<file path="src/rtl/raf_pkg.sv">
package raf_pkg;
   typedef enum logic [1:0] {
      DCLS_RSVD  = 2'b00,
      DCLS_UNI   = 2'b01,
      DCLS_MULTI = 2'b10,
      DCLS_BCAST = 2'b11
   } dcls_e;

   typedef enum logic [1:0] {
      SEL_PTR  = 2'b00,
      SEL_DATA = 2'b01,
      SEL_CTRL = 2'b10,
      SEL_NONE = 2'b11
   } sel_e;

   localparam int CTRL_EN_BIT = 31;
   localparam int CTRL_BC_BIT = 30;
   localparam int CTRL_MC_BIT = 29;
   localparam int CTRL_UC_BIT = 28;
   localparam int CTRL_PM_BIT = 27;

   typedef struct packed {
      logic en;
      logic all_bc;
      logic all_mc;
      logic all_uc;
      logic perfect;
   } ctrl_t;
endpackage

</file>
<file path="src/rtl/raf_cfg_regs.sv">
module raf_cfg_regs
   import raf_pkg::*;
#(
   parameter int ADDR_BYTES = 6,
   parameter int PTR_W      = 8,
   parameter int REG_W      = 32
) (
   input  logic                    clk,
   input  logic                    rst_n,
   input  logic                    wr_en,
   input  logic [1:0]              wr_sel,
   input  logic [REG_W-1:0]        wr_data,
   output logic [ADDR_BYTES*8-1:0] station,
   output ctrl_t                   ctrl
);
   localparam int WORDS = ADDR_BYTES / 2;

   if (ADDR_BYTES % 2 != 0) begin : g_bad_bytes
      $error("ADDR_BYTES must be even");
   end
   if ((1 << PTR_W) < 2 * WORDS) begin : g_bad_ptr
      $error("PTR_W too narrow for the station words");
   end

   logic [PTR_W-1:0] ptr_q;
   ctrl_t            ctrl_q;

   always_ff @(posedge clk) begin
      if (!rst_n) begin
         ptr_q <= '0;
      end else if (wr_en && wr_sel == SEL_PTR) begin
         ptr_q <= wr_data[PTR_W-1:0];
      end
   end

   for (genvar k = 0; k < WORDS; k++) begin : g_word
      logic [15:0] word_q;
      always_ff @(posedge clk) begin
         if (!rst_n) begin
            word_q <= '0;
         end else if (wr_en && wr_sel == SEL_DATA && ptr_q == PTR_W'(2 * k)) begin
            word_q <= wr_data[15:0];
         end
      end
      assign station[k*16 +: 16] = word_q;
   end

   always_ff @(posedge clk) begin
      if (!rst_n) begin
         ctrl_q <= '0;
      end else if (wr_en && wr_sel == SEL_CTRL) begin
         ctrl_q.en <= wr_data[CTRL_EN_BIT];
         if (!ctrl_q.en) begin
            ctrl_q.all_bc  <= wr_data[CTRL_BC_BIT];
            ctrl_q.all_mc  <= wr_data[CTRL_MC_BIT];
            ctrl_q.all_uc  <= wr_data[CTRL_UC_BIT];
            ctrl_q.perfect <= wr_data[CTRL_PM_BIT];
         end
      end
   end

   assign ctrl = ctrl_q;


   class_lock_chk: assert property (@(posedge clk) disable iff (!rst_n)
      (wr_en && wr_sel == SEL_CTRL && ctrl.en)
      |=> $stable({ctrl.all_bc, ctrl.all_mc, ctrl.all_uc, ctrl.perfect}));


   odd_ptr_ignored_chk: assert property (@(posedge clk) disable iff (!rst_n)
      (wr_en && wr_sel == SEL_DATA && ptr_q[0]) |=> $stable(station));
endmodule

</file>
<file path="src/rtl/raf_classify.sv">
module raf_classify
   import raf_pkg::*;
#(
   parameter int ADDR_BYTES = 6
) (
   input  logic [ADDR_BYTES*8-1:0] dst,
   input  logic [ADDR_BYTES*8-1:0] station,
   input  ctrl_t                   ctrl,
   output dcls_e                   cls,
   output logic                    accept
);
   logic [ADDR_BYTES-1:0] byte_eq;
   logic                  is_bc;
   logic                  is_mc;
   logic                  match;

   for (genvar b = 0; b < ADDR_BYTES; b++) begin : g_cmp
      assign byte_eq[b] = (dst[b*8 +: 8] == station[b*8 +: 8]);
   end

   assign is_bc = &dst;
   assign is_mc = dst[0] && !is_bc;
   assign match = &byte_eq;

   always_comb begin
      if (is_bc)      cls = DCLS_BCAST;
      else if (is_mc) cls = DCLS_MULTI;
      else            cls = DCLS_UNI;
   end

   always_comb begin
      accept = 1'b0;
      if (ctrl.en) begin
         unique case (cls)
            DCLS_BCAST: accept = ctrl.all_bc;
            DCLS_MULTI: accept = ctrl.all_mc;
            default:    accept = ctrl.all_uc || (ctrl.perfect && match);
         endcase
      end
   end
endmodule

</file>
<file path="src/rtl/rx_addr_filter.sv">
module rx_addr_filter
   import raf_pkg::*;
#(
   parameter int ADDR_BYTES = 6,
   parameter int PTR_W      = 8,
   parameter int REG_W      = 32
) (
   input  logic                    clk,
   input  logic                    rst_n,
   input  logic                    cfg_wr,
   input  logic [1:0]              cfg_sel,
   input  logic [REG_W-1:0]        cfg_wdata,
   input  logic                    hdr_valid,
   input  logic [ADDR_BYTES*8-1:0] hdr_dst,
   output logic                    res_valid,
   output logic                    res_accept,
   output logic [1:0]              res_class
);
   localparam int DST_W = ADDR_BYTES * 8;

   if (REG_W <= CTRL_EN_BIT) begin : g_bad_regw
      $error("REG_W must hold the control bits");
   end

   logic [DST_W-1:0] station;
   ctrl_t            ctrl;
   dcls_e            cls_c;
   logic             acc_c;

   raf_cfg_regs #(
      .ADDR_BYTES (ADDR_BYTES),
      .PTR_W      (PTR_W),
      .REG_W      (REG_W)
   ) u_regs (
      .clk     (clk),
      .rst_n   (rst_n),
      .wr_en   (cfg_wr),
      .wr_sel  (cfg_sel),
      .wr_data (cfg_wdata),
      .station (station),
      .ctrl    (ctrl)
   );

   raf_classify #(
      .ADDR_BYTES (ADDR_BYTES)
   ) u_cls (
      .dst     (hdr_dst),
      .station (station),
      .ctrl    (ctrl),
      .cls     (cls_c),
      .accept  (acc_c)
   );

   always_ff @(posedge clk) begin
      if (!rst_n) begin
         res_valid  <= 1'b0;
         res_accept <= 1'b0;
         res_class  <= DCLS_RSVD;
      end else begin
         res_valid  <= hdr_valid;
         res_accept <= hdr_valid && acc_c;
         res_class  <= hdr_valid ? cls_c : DCLS_RSVD;
      end
   end


   verdict_follows_chk: assert property (@(posedge clk) disable iff (!rst_n)
      hdr_valid |=> res_valid);


   no_spurious_chk: assert property (@(posedge clk) disable iff (!rst_n)
      !hdr_valid |=> !res_valid && !res_accept);


   off_reject_chk: assert property (@(posedge clk) disable iff (!rst_n)
      (hdr_valid && !ctrl.en) |=> !res_accept);


   bcast_class_chk: assert property (@(posedge clk) disable iff (!rst_n)
      (hdr_valid && (&hdr_dst)) |=> res_class == DCLS_BCAST);


   class_legal_chk: assert property (@(posedge clk) disable iff (!rst_n)
      res_valid |-> res_class != DCLS_RSVD);
endmodule

</file>
<file path="config.mk">
export PLATFORM = sky130hd
export DESIGN_NAME = rx_addr_filter
export DESIGN_NICKNAME = d
export VERILOG_FILES = /design/src/rtl/raf_pkg.sv /design/src/rtl/raf_cfg_regs.sv /design/src/rtl/raf_classify.sv /design/src/rtl/rx_addr_filter.sv
export SDC_FILE = /design/constraint.sdc
export NUM_CORES = 1
export LEC_CHECK = 0
export BUFFER_PORTS_ARGS = -buffer_cell sky130_fd_sc_hd__buf_2
export CORE_ASPECT_RATIO = 0.8
export CORE_MARGIN = 5
export CORE_UTILIZATION = 25
export DETAILED_ROUTE_END_ITERATION = 10
export SYNTH_ARGS = -nofsm -noshare
export SYNTH_HDL_FRONTEND = slang
export SYNTH_SLANG_ARGS = --single-unit
</file>
<file path="constraint.sdc">
create_clock -name clk -period 4.05 [get_ports clk]
set_clock_uncertainty 0.05 [all_clocks]
set_input_delay 0.405 -clock clk [delete_from_list [all_inputs] [get_ports clk]]
set_output_delay 0.405 -clock clk [all_outputs]
set_load 0.005 [all_outputs]
</file>
# After elaboration in Yosys (flattened, before gate mapping)
# Cells that the tools add are included.
# op_classes
shift	0
n_bitwise	1
order_cmp	0
div	0
eq_ne	12
reduce_logical	17
mux	4
add_sub_neg	0
multipliers	0
# op_table
cell	n
8-bit == test	6
48-bit AND reduction	1
1-bit logical AND	9
8-bit by 2-bit == test with 1-bit output (second input constant)	1
8-bit by 3-bit == test with 1-bit output (second input constant)	1
8-bit zero test	1
2-bit == test (second input constant)	3
6-bit AND reduction	1
2-bit 2-to-1 mux	2
2-bit AND reduction	2
2-bit by 1-bit == test with 1-bit output (second input constant)	1
2-bit zero test	1
1-bit case mux with 2 select lines	1
1-bit zero test	1
1-bit logical OR	1
1-bit 2-to-1 mux	1
1-bit NOT	1
# totals
regBits	65
word_cells	46
inputBits	86
ramBits	0
output_inout_bits	4
rom_bits	0
latch_bits	0
mem_count	0

# Logic depth before layout (Yosys ltp)
# logic_depth
depth_word	9
mapped_depth	7
depth_no_buf	5

# Modules after synthesis
# From an unflattened synthesis, not the netlist that was laid out.
# unflattened
cells_unflattened	323
hier_area_um2	3141.8
# modules_own_cells
module	n_inst	seq_area_each_um2	cells_each	area_each_um2
raf_cfg_regs	1	1221.2	225	2371.0
raf_classify	1	0.0	90	664.4
rx_addr_filter	1	80.1	8	106.4

# Worst setup path after synthesis
# Ideal clock, no wire load.
# synth_path
path_kind	input -> register
from	input port cfg_sel[1]
to	register u_regs.g_word[0].word_q[10]
setup_ns	0.116
path_slack_ns	2.296
n_path_buf	2
arrival_ns	1.588
stages	7
cell_sequence	and4bb_1 -> nand4b_1 -> or3_1 -> clkbuf_1 -> buf_2 -> nand2_1 -> a21boi_1
# synth_via
elab_chain_len	3
# synth_lines
element	line	text
start, declared	rx_addr_filter.sv:11	input logic [1:0] cfg_sel,
2-bit by 1-bit == test with 1-bit output	raf_cfg_regs.sv:41	end else if (wr_en && wr_sel == SEL_DATA && ptr_q == PTR_W'(2 * k)) begin
1-bit logical AND (2 in a row)	raf_cfg_regs.sv:41	
end signal, assigned	raf_cfg_regs.sv:42	word_q <= wr_data[15:0];
end, declared	raf_cfg_regs.sv:37	logic [15:0] word_q;
# No other way between the ends.
# A chain may end at the register's enable or synchronous reset.

# Worst setup path in the final report
# layout_path
from	register u_regs.ptr_q[6]
to	register u_regs.g_word[2].word_q[1]
# layout_via
elab_chain_len	2
# layout_lines
element	line	text
start, declared	raf_cfg_regs.sv:25	logic [PTR_W-1:0] ptr_q;
start signal, assigned	raf_cfg_regs.sv:32	ptr_q <= wr_data[PTR_W-1:0];
8-bit by 3-bit == test with 1-bit output	raf_cfg_regs.sv:41	
1-bit logical AND	raf_cfg_regs.sv:41	
end signal, assigned	raf_cfg_regs.sv:42	
end, declared	raf_cfg_regs.sv:37	
# No other way between the ends.

==> impl_metrics.env <==
export IMPL_worstMarginPinSlew_ps=957.2
export IMPL_startpoint_type="flip-flop"
export IMPL_path_cells="and4bb_1 -> and4b_1 -> nand3_1 -> nand2_1 -> a21boi_0"
export IMPL_cts_tree="built"
export IMPL_tns_ps=0
export IMPL_worstSetupPathDepth=5
export IMPL_fillers=1307
export IMPL_leakagePower_nw=1.607
export IMPL_synth_seq_area_share_pct=42.11
export IMPL_worstSetupPathType="flip-flop to flip-flop"
export IMPL_synth_nets=444
export IMPL_yosys_warnings=0
export IMPL_dr_wl_met2_mm=4.518
export IMPL_worstHoldStart="cfg_wdata[12]"
export IMPL_syn_to_final_growth_pct=29.23
export IMPL_antenna_found_initial=0
export IMPL_drtIter0Drc=192
export IMPL_crit_buf_inv=0
export IMPL_status="completed"
export IMPL_setup_viol=0
export IMPL_synth_edf_count=0
export IMPL_final_common_cell="nand2_1"
export IMPL_ir_worst_vdd_mv=0.2405
export IMPL_max_cap_viol_count=0
export IMPL_grt_pass1_vias=2837
export IMPL_synth_distinct_cells=30
export IMPL_grt_max_degree=64
export IMPL_reg2reg_depth=5
export IMPL_n_antenna_cell=0
export IMPL_critical_path_top_delay_family="simple AND/OR/NAND/NOR gates"
export IMPL_area_sequential_um2=1301
export IMPL_whs_ps=287.0
export IMPL_cts_sinks=65
export IMPL_gr_usage_all_layers_pct=13.77
export IMPL_postCtsSetupRepairBufs=0
export IMPL_dr_wl_met3_um=807
export IMPL_clockPowerShare_pct=54.3
export IMPL_ys_ff_latch=65
export IMPL_clk_pin_slew_ps=60
export IMPL_hp_class="primary input to flip-flop"
export IMPL_wire_per_inst_um=16.71
export IMPL_p_sw_share_pct=21.21
export IMPL_dominantRegCellSynth="dfxtp_1"
export IMPL_period_share_pct=48.08
export IMPL_ctsLongestPathBuffers=2
export IMPL_syn_inst=358
export IMPL_grt_pass1_wl_mm=15.26
export IMPL_drt_met1_wl_mm=4.471
export IMPL_core_um2=12160
export IMPL_worstPathArrival_ps=2100
export IMPL_whs_endpoint="u_regs.g_word[2].word_q[12]"
export IMPL_p_seq_share_pct=37.7
export IMPL_ctsHoldBuffers=0
export IMPL_cp_slowest_cell="nand3_1"
export IMPL_drcViolationCount=0
export IMPL_ant_nets=0
export IMPL_combPwrFrac_pct=8.0
export IMPL_clkLatencyLatePin_ps=330
export IMPL_rsz0062_at_grt="false"
export IMPL_p_switching_mw=0.3709
export IMPL_die_area_um2=14700
export IMPL_crit_path_end_kind="flip-flop"
export IMPL_grt_overflow=0
export IMPL_vias=2753
export IMPL_first_pass_iters=5
export IMPL_num_nets_final=520
export IMPL_multi_input_comb_area_um2=1718
export IMPL_synth_avg_cell_area_um2=8.633
export IMPL_placed_cell_area_um2=3626
export IMPL_hold_violations=0
export IMPL_reg2reg_to="u_regs.g_word[2].word_q[1]"
export IMPL_topRoutingLayerUsed="met4"
export IMPL_holdPathStages=3
export IMPL_vias_per_cell=4.658
export IMPL_syn_area_um2=3090
export IMPL_power_density_nw_per_um2=437.9
export IMPL_cts_resized=0
export IMPL_die_height_um=109.4
export IMPL_row_count=36
export IMPL_place_congestion=0.8447
export IMPL_worstPathRequired_ps=4210
export IMPL_start_util_pct=25.41
export IMPL_cts_buffers=9
export IMPL_fin_crit_ps=1947
export IMPL_drive_gt1_share_pct=22.78
export IMPL_crit_fanout=16
export IMPL_final_area_um2=3994
export IMPL_routed_wl_mm=9.875
export IMPL_io_buffers=78
export IMPL_r2r_setup_slack_ps=2100
export IMPL_fmax_mhz=513.5
export IMPL_synth_async_reset_ratio_pct=0
export IMPL_die_w_um=134.3
export IMPL_num_io_pins=90
export IMPL_max_stage_delay_ps=600
export IMPL_layout_common_cells="98 x nand2_1, 78 x buf_2, 65 x dfxtp_1"
export IMPL_reg2reg_from="u_regs.ptr_q[6]"
export IMPL_htreeDepth=3
export IMPL_dp_hpwl_mm=7.514
export IMPL_root_buffer="clkbuf_16"
export IMPL_power_internal_mw=1.378
export IMPL_max_slew_margin_pct=36.18
export IMPL_drv_slew=0
## cells by family (layout without fill, tap and decap cells)
logic type / after synthesis / after routing / share of synthesized area (%)
muxes: 12 / 12 / 3.887
DFF: 65 / 65 / 42.11
xor gates and xnor gates: 48 / 48 / 13.60
buffers and inverters: 17 / 98 / 2.307
AOI/OAI and AO/OA: 53 / 53 / 12.79
and+or+nand+nor: 163 / 163 / 25.30
## worst reg2reg max path: stages, from the launching register on
cell,delay (ps)
dfxtp_1,310
and4bb_1,290
and4b_1,230
nand3_1,600
nand2_1,240
a21boi_0,110
## stage by stage
| step | std cells | setup slack (ps) | total power [mW] | util [%] |
|---|---|---|---|---|
| floorplan | 358 | 2296 | 0.7331 | - |
| global placement | 575 | 1917 | 0.8108 | 29.81 |
| detailed placement | 575 | 1858 | 0.8133 | 29.81 |
| CTS | 591 | 2099 | 1.766 | 32.84 |
| global route | 591 | 1959 | 1.805 | 32.84 |
| finish | 591 | 2103 | 1.749 | 32.84 |
## metal layers
metal / GRT usage [%] / vias up
met2: 22.81 / 90
met3: 3.843 / 8
met4: 3.416 / 0
met5: 0 / -
li1: - / 1376
met1: 17.86 / 1279
## registers in the layout, indices dropped and copies added, names as in the netlist
register / cells
u_regs.g_word.word_q: 48
u_regs.ptr_q: 8
u_regs.ctrl: 5
res_class: 2
res_accept: 1
res_valid: 1
## layout make-up
type	count	share of cell area, %
Sequential cell	65	32.58
Inverter	1	0.09398
Tap cell	152	4.762
Timing Repair Buffer	81	10.34
Multi-Input combinational cell	276	43.01
Clock inverter	7	3.571
Clock buffer	9	5.639
## cells in the mapped netlist, types with 2 or more instances
cell type  count  area share [%]
nand3_1        4            0.65
nor3_2         2            0.65
nor4_1        15             3.0
and3_1         2            0.40
a21boi_0      19             4.6
or3_1          2            0.40
a21boi_1      30             7.3
nand3b_1       2            0.49
clkbuf_1       9             1.1
nand2_1       98              12
xor2_1        47              13
buf_2          6            0.97
nor2b_1       13             2.6
dfxtp_1       65              42
nor2_1         4            0.49
nand4_1       15             3.0
mux2i_1       12             3.9
## power by group through the flow
stage / Combinational [mW] / Clock, mW / Sequential, mW
3_5_place_dp: 0.140 / 0 / 0.673
6_report: 0.140 / 0.949 / 0.660
3_3_place_gp: 0.138 / 0 / 0.673
2_1_floorplan: 0.0617 / 0 / 0.671
4_1_cts: 0.140 / 0.966 / 0.660
5_1_grt: 0.154 / 0.990 / 0.661
## how the worst max path moves through the flow
stage | startpoint | to | slack (ps)
2_1_floorplan | cfg_sel[1] | u_regs.g_word[0].word_q[10] | 2300
3_3_place_gp | cfg_sel[1] | u_regs.g_word[2].word_q[3] | 1920
3_5_place_dp | cfg_sel[1] | u_regs.g_word[2].word_q[1] | 1860
4_1_cts | u_regs.ptr_q[6] | u_regs.g_word[2].word_q[1] | 2100
5_1_grt | u_regs.ptr_q[6] | u_regs.g_word[0].word_q[15] | 1960
6_report | u_regs.ptr_q[6] | u_regs.g_word[2].word_q[1] | 2100
No activity file was read; power rests on OpenSTA's default activity.
